==> config.mk <==
export PLATFORM = sky130hd
export DESIGN_NAME = lcd_seg_com_core
export DESIGN_NICKNAME = d
export VERILOG_FILES = /design/src/rtl/lcd_seg_com_core.sv
export SDC_FILE = /design/constraint.sdc
export NUM_CORES = 1
export LEC_CHECK = 0
export ABC_CLOCK_PERIOD_IN_PS = 2740
export BUFFER_PORTS_ARGS = -buffer_cell sky130_fd_sc_hd__buf_2
export CORE_ASPECT_RATIO = 0.7
export CORE_MARGIN = 10
export CORE_UTILIZATION = 29
export CTS_CLUSTER_SIZE = 30
export DETAILED_ROUTE_END_ITERATION = 8
export REMOVE_ABC_BUFFERS = 1
export SLEW_MARGIN = 10
export SYNTH_ARGS = -nofsm -noshare
export SYNTH_HDL_FRONTEND = slang
export SYNTH_SLANG_ARGS = --single-unit
==> constraint.sdc <==
create_clock -name clk -period 2.74 [get_ports clk]
set_input_delay 0.548 -clock clk [delete_from_list [all_inputs] [get_ports clk]]
set_output_delay 0.548 -clock clk [all_outputs]
set_load 0.05 [all_outputs]
==> src/rtl/lcd_seg_com_core.sv <==
module lcd_seg_com_core #(
  parameter int CH_W  = 20,
  parameter int LVL_W = 3
) (
  input  logic                        clk,
  input  logic                        rst_n,
  input  logic                        lat_stb_i,
  input  logic                        sft_stb_i,
  input  logic                        alt_i,
  input  logic                        com_mode_i,
  input  logic [1:0]                  dir_i,
  input  logic [1:0]                  lft_i,
  input  logic [1:0]                  rgt_i,
  output logic [1:0]                  lft_o,
  output logic [1:0]                  rgt_o,
  output logic [1:0]                  lft_oe,
  output logic [1:0]                  rgt_oe,
  output logic [2*CH_W*LVL_W-1:0]     level_o
);

  localparam logic [LVL_W-1:0] L1 = LVL_W'(1);
  localparam logic [LVL_W-1:0] L2 = LVL_W'(2);
  localparam logic [LVL_W-1:0] L3 = LVL_W'(3);
  localparam logic [LVL_W-1:0] L4 = LVL_W'(4);
  localparam logic [LVL_W-1:0] L5 = LVL_W'(5);
  localparam logic [LVL_W-1:0] L6 = LVL_W'(6);

  logic [2:0] lat_q, sft_q;
  logic [1:0] alt_q;
  logic [1:0] lft_s1, lft_s2, rgt_s1, rgt_s2;

  always_ff @(posedge clk) begin
    if (!rst_n) begin
      lat_q  <= {3{lat_stb_i}};
      sft_q  <= {3{sft_stb_i}};
      alt_q  <= {2{alt_i}};
      lft_s1 <= '0;
      lft_s2 <= '0;
      rgt_s1 <= '0;
      rgt_s2 <= '0;
    end else begin
      lat_q  <= {lat_q[1:0], lat_stb_i};
      sft_q  <= {sft_q[1:0], sft_stb_i};
      alt_q  <= {alt_q[0], alt_i};
      lft_s1 <= lft_i;
      lft_s2 <= lft_s1;
      rgt_s1 <= rgt_i;
      rgt_s2 <= rgt_s1;
    end
  end

  logic lat_fall, lat_rise, sft_fall, sft_rise;
  logic [1:0] sh_ev, lt_ev;

  assign lat_fall = lat_q[2] & ~lat_q[1];
  assign lat_rise = ~lat_q[2] & lat_q[1];
  assign sft_fall = sft_q[2] & ~sft_q[1];
  assign sft_rise = ~sft_q[2] & sft_q[1];
  assign sh_ev    = {com_mode_i ? lat_rise : sft_fall, sft_fall};
  assign lt_ev    = {com_mode_i ? sft_rise : lat_fall, lat_fall};

  logic [CH_W-1:0] sr [2];
  logic [CH_W-1:0] lt [2];

  always_ff @(posedge clk) begin
    if (!rst_n) begin
      for (int c = 0; c < 2; c++) begin
        sr[c] <= '0;
        lt[c] <= '0;
      end
    end else begin
      for (int c = 0; c < 2; c++) begin
        if (lt_ev[c]) lt[c] <= sr[c];
        if (sh_ev[c])
          sr[c] <= dir_i[c] ? {rgt_s2[c], sr[c][CH_W-1:1]}
                            : {sr[c][CH_W-2:0], lft_s2[c]};
      end
    end
  end

  function automatic logic [LVL_W-1:0] pick(input logic upper, input logic com,
                                            input logic b, input logic m);
    if (upper && com) return b ? (m ? L2 : L1) : (m ? L6 : L5);
    if (b)            return m ? L1 : L2;
    if (upper)        return m ? L5 : L6;
    return m ? L3 : L4;
  endfunction

  for (genvar c = 0; c < 2; c++) begin : g_ch
    assign lft_o[c]  = sr[c][0];
    assign rgt_o[c]  = sr[c][CH_W-1];
    assign lft_oe[c] = dir_i[c];
    assign rgt_oe[c] = ~dir_i[c];

    for (genvar b = 0; b < CH_W; b++) begin : g_pin
      assign level_o[(c*CH_W+b)*LVL_W +: LVL_W] = pick(c == 1, com_mode_i, lt[c][b], alt_q[1]);
    end

    p_latch_copy_r4: assert property (@(posedge clk) disable iff (!rst_n)
      lt_ev[c] |=> lt[c] == $past(sr[c]));
    p_latch_hold_r5: assert property (@(posedge clk) disable iff (!rst_n)
      !lt_ev[c] |=> $stable(lt[c]));
    p_shift_fwd_r2: assert property (@(posedge clk) disable iff (!rst_n)
      sh_ev[c] && !dir_i[c] |=> sr[c][CH_W-1:1] == $past(sr[c][CH_W-2:0]));
    p_shift_rev_r3: assert property (@(posedge clk) disable iff (!rst_n)
      sh_ev[c] && dir_i[c] |=> sr[c][CH_W-2:0] == $past(sr[c][CH_W-1:1]));
    p_reg_idle_r4: assert property (@(posedge clk) disable iff (!rst_n)
      !sh_ev[c] |=> $stable(sr[c]));
    p_reset_clear_r11: assert property (@(posedge clk) disable iff (!rst_n)
      $rose(rst_n) |-> (lt[c] == '0 && sr[c] == '0));
  end

endmodule

==> reports/qor.txt <==
routed wl met3 = 860 um
clock tree buffer depth = 2
crit path capture type = output pin
Hold Crit Class = input pin to register
max-cap violations = 0
largest area contributor in the netlist = edfxtp_1
Post-CTS Resized = 0
H-tree depth = 3
Die ar. = 0.0243 mm2
power per cell area = 741 mW/mm2
Worst EP required = 2.19 ns
final hold viol count = 0
Vias = 3,293
die height = 133 um
ys flop type = edfxtp_1
Setup violations, final = 0
Worst EP arrival = 1.79 ns
asr flop ratio synth = 0%
Post-Syn Area = 0.00533 mm2
worst hold slack = 0.310 ns
top-count cell post-synth = edfxtp_1
DPL Wire Length = 8120 um
drt total wl = 11,500 um
vias in the first global route = 3,443
Mapped Cells = 449
DR DRC count = 0
Tmin final = 2.34 ns
crit-path cells = inv_1, ha_1, buf_2
post-synth top area share = 45.0%
DIE WIDTH = 182 um
outcome = finished, final reports clean
largest net degree at the start of global routing = 41
Post-DP Area = 0.00568 mm2
Reg clk slew, reported paths = 0.07 ns
worst stage delay on the critical path = 0.55 ns
Finished Cell Area = 0.00599 mm2
root buffer cell = clkbuf_16
fraction of layout instances using a drive strength above 1 = 40.9%
global-route wire length before repair = 18,100 um
Worst VDD drop = 0.336 mV
Crit Path Max Fanout = 20
Core ar. = 0.0181 mm2
fin. max-slew vios = 0
Unique masters post-synth = 21
hold buffer count at CTS = 0
Final #Nets = 545
max_slew headroom = 40.6%
Startpoint Class = register
CTS tree = yes
R2R depth = 4
DR pass1 iterations = 4
static leakage = 2.52 nW
cts bufs inserted = 9
routed length on met2 = 4650 um
Vias/cell = 4.37
Final Power = 4.44 mW
Buffers on Ports = 139
RSZ-0062 raised after global routing = no
# IOs = 140
Iteration-0 DRC Markers = 148
area delta synth->final = 12.3%
Total Routing Usage GR = 9.16%
EDFF count, synth = 80
Layout Skew = 0.00579 ns
clk_lat worst skew = 0.35 ns
Placer Congestion = 0.705
wire per inst = 15.3 um
Crit Path Class = register to output pin
worst-margin pin slew = 0.889 ns
Post-synth top cells = edfxtp_1, buf_4, nand2_1
met1 wire length = 5890 um
fillcell total = 1,859
uppermost layer routed = met4
TritonCTS sink count = 96
GRT overflow = 0
fin crit share = 85.5%
Avg Inst Size Synth = 11.9 um2
hold depth = 1
Area contributors post-synth = edfxtp_1, buf_4, a211oi_2, mux2i_1, dfxtp_1
sequential element share of the synthesized area = 51.0%
Fmax achieved = 427 MHz
Syn. warnings = 0
Rows = 41
Crit-path slowest cell = inv_1
Initial Utilization = 29.5%
Yosys reg bits = 96
Antenna Nets Post-Route = 0
postcts setup bufs = 0
initial antenna violation count = 0
antenna cells = 0
-- where the power goes --
group / internal (mW) / switching [mW]
clock network: 0.724 / 0.595
logic: 0.262 / 1.08
registers: 1.71 / 0.0631
-- worst paths after layout --
path	start	to	slack [ns]
max	alt_q[1]$_DFF_P_	level_o[43]	0.40
min	sft_stb_i	sft_q[0]$_DFF_P_	0.31
max reg2reg	lat_q[1]$_DFF_P_	lt[0][31]$_SDFFCE_PN0P_	1.00
min reg2reg	lat_q[0]$_DFF_P_	lat_q[1]$_DFF_P_	0.42
-- stage by stage --
step / std cells / utilization (%) / worst slack [ns] / setup TNS [ns]
4_1_cts: 754 / 33.2 / 0.320 / 0
2_1_floorplan: 349 / - / -47.46 / -2079.13
6_report: 754 / 33.2 / 0.399 / 0
3_3_place_gp: 738 / 31.5 / 0.682 / 0
3_5_place_dp: 738 / 31.5 / 0.642 / 0
5_1_grt: 754 / 33.2 / 0.263 / 0
-- registers in the layout, indices dropped and copies added, names as in the netlist --
| signal | flops |
|---|---|
| lat_q | 3 |
| alt_q | 2 |
| lft_s2 | 2 |
| rgt_s2 | 2 |
| lft_s1 | 2 |
| sr | 40 |
| sft_q | 3 |
| rgt_s1 | 2 |
| lt | 40 |
-- cell families (layout without fill, tap and decap cells) --
| logic type | after synthesis | after routing | share of synthesized area [%] |
|---|---|---|---|
| muxes | 41 | 41 | 7.72 |
| xor gates and xnor gates | 1 | 1 | 0.164 |
| and+or+nand+nor | 64 | 64 | 5.58 |
| AOI/OAI and AO/OA | 82 | 82 | 13.3 |
| DFF | 96 | 96 | 51.0 |
| adders and majority gates | 20 | 20 | 4.69 |
| buffers and inverters | 145 | 214 | 17.5 |
-- cells in the final DEF, fill, tap and decap left out, types with 2 or more instances in the layout --
cell type	Yosys	final
and2_1	8	8
ha_1	20	20
nand2_1	50	50
o211ai_1	2	2
a21oi_1	40	40
buf_4	71	13
inv_6	0	2
clkinv_4	0	2
inv_1	45	44
dfxtp_1	16	16
clkbuf_16	0	9
mux2i_1	40	40
buf_2	13	139
edfxtp_1	80	80
nand2b_1	3	3
a211oi_2	39	39
-- layer usage --
layer / track usage [%] / vias up
met5: 0 / -
met4: 2.70 / 0
met3: 4.46 / 10
met2: 12.6 / 128
met1: 12.2 / 1551
li1: - / 1604
-- area by class of cell --
cell class	instances	area, um2	share of cell area [%]
multi-input cells	208	1680	28.0
clock inverters	7	83.8	1.40
repair buffers	153	813	13.6
clock buffers	9	225	3.76
well taps	236	295	4.93
flip-flops and latches	96	2720	45.5
inverters	45	169	2.82
-- critical path: cells and delay by family, from the launching register on --
kind	cells	cell delay, ns
fa+ha+maj	1	0.36
flops	1	0.31
buf+inv	2	0.76
(Power assumes the default switching activity.)
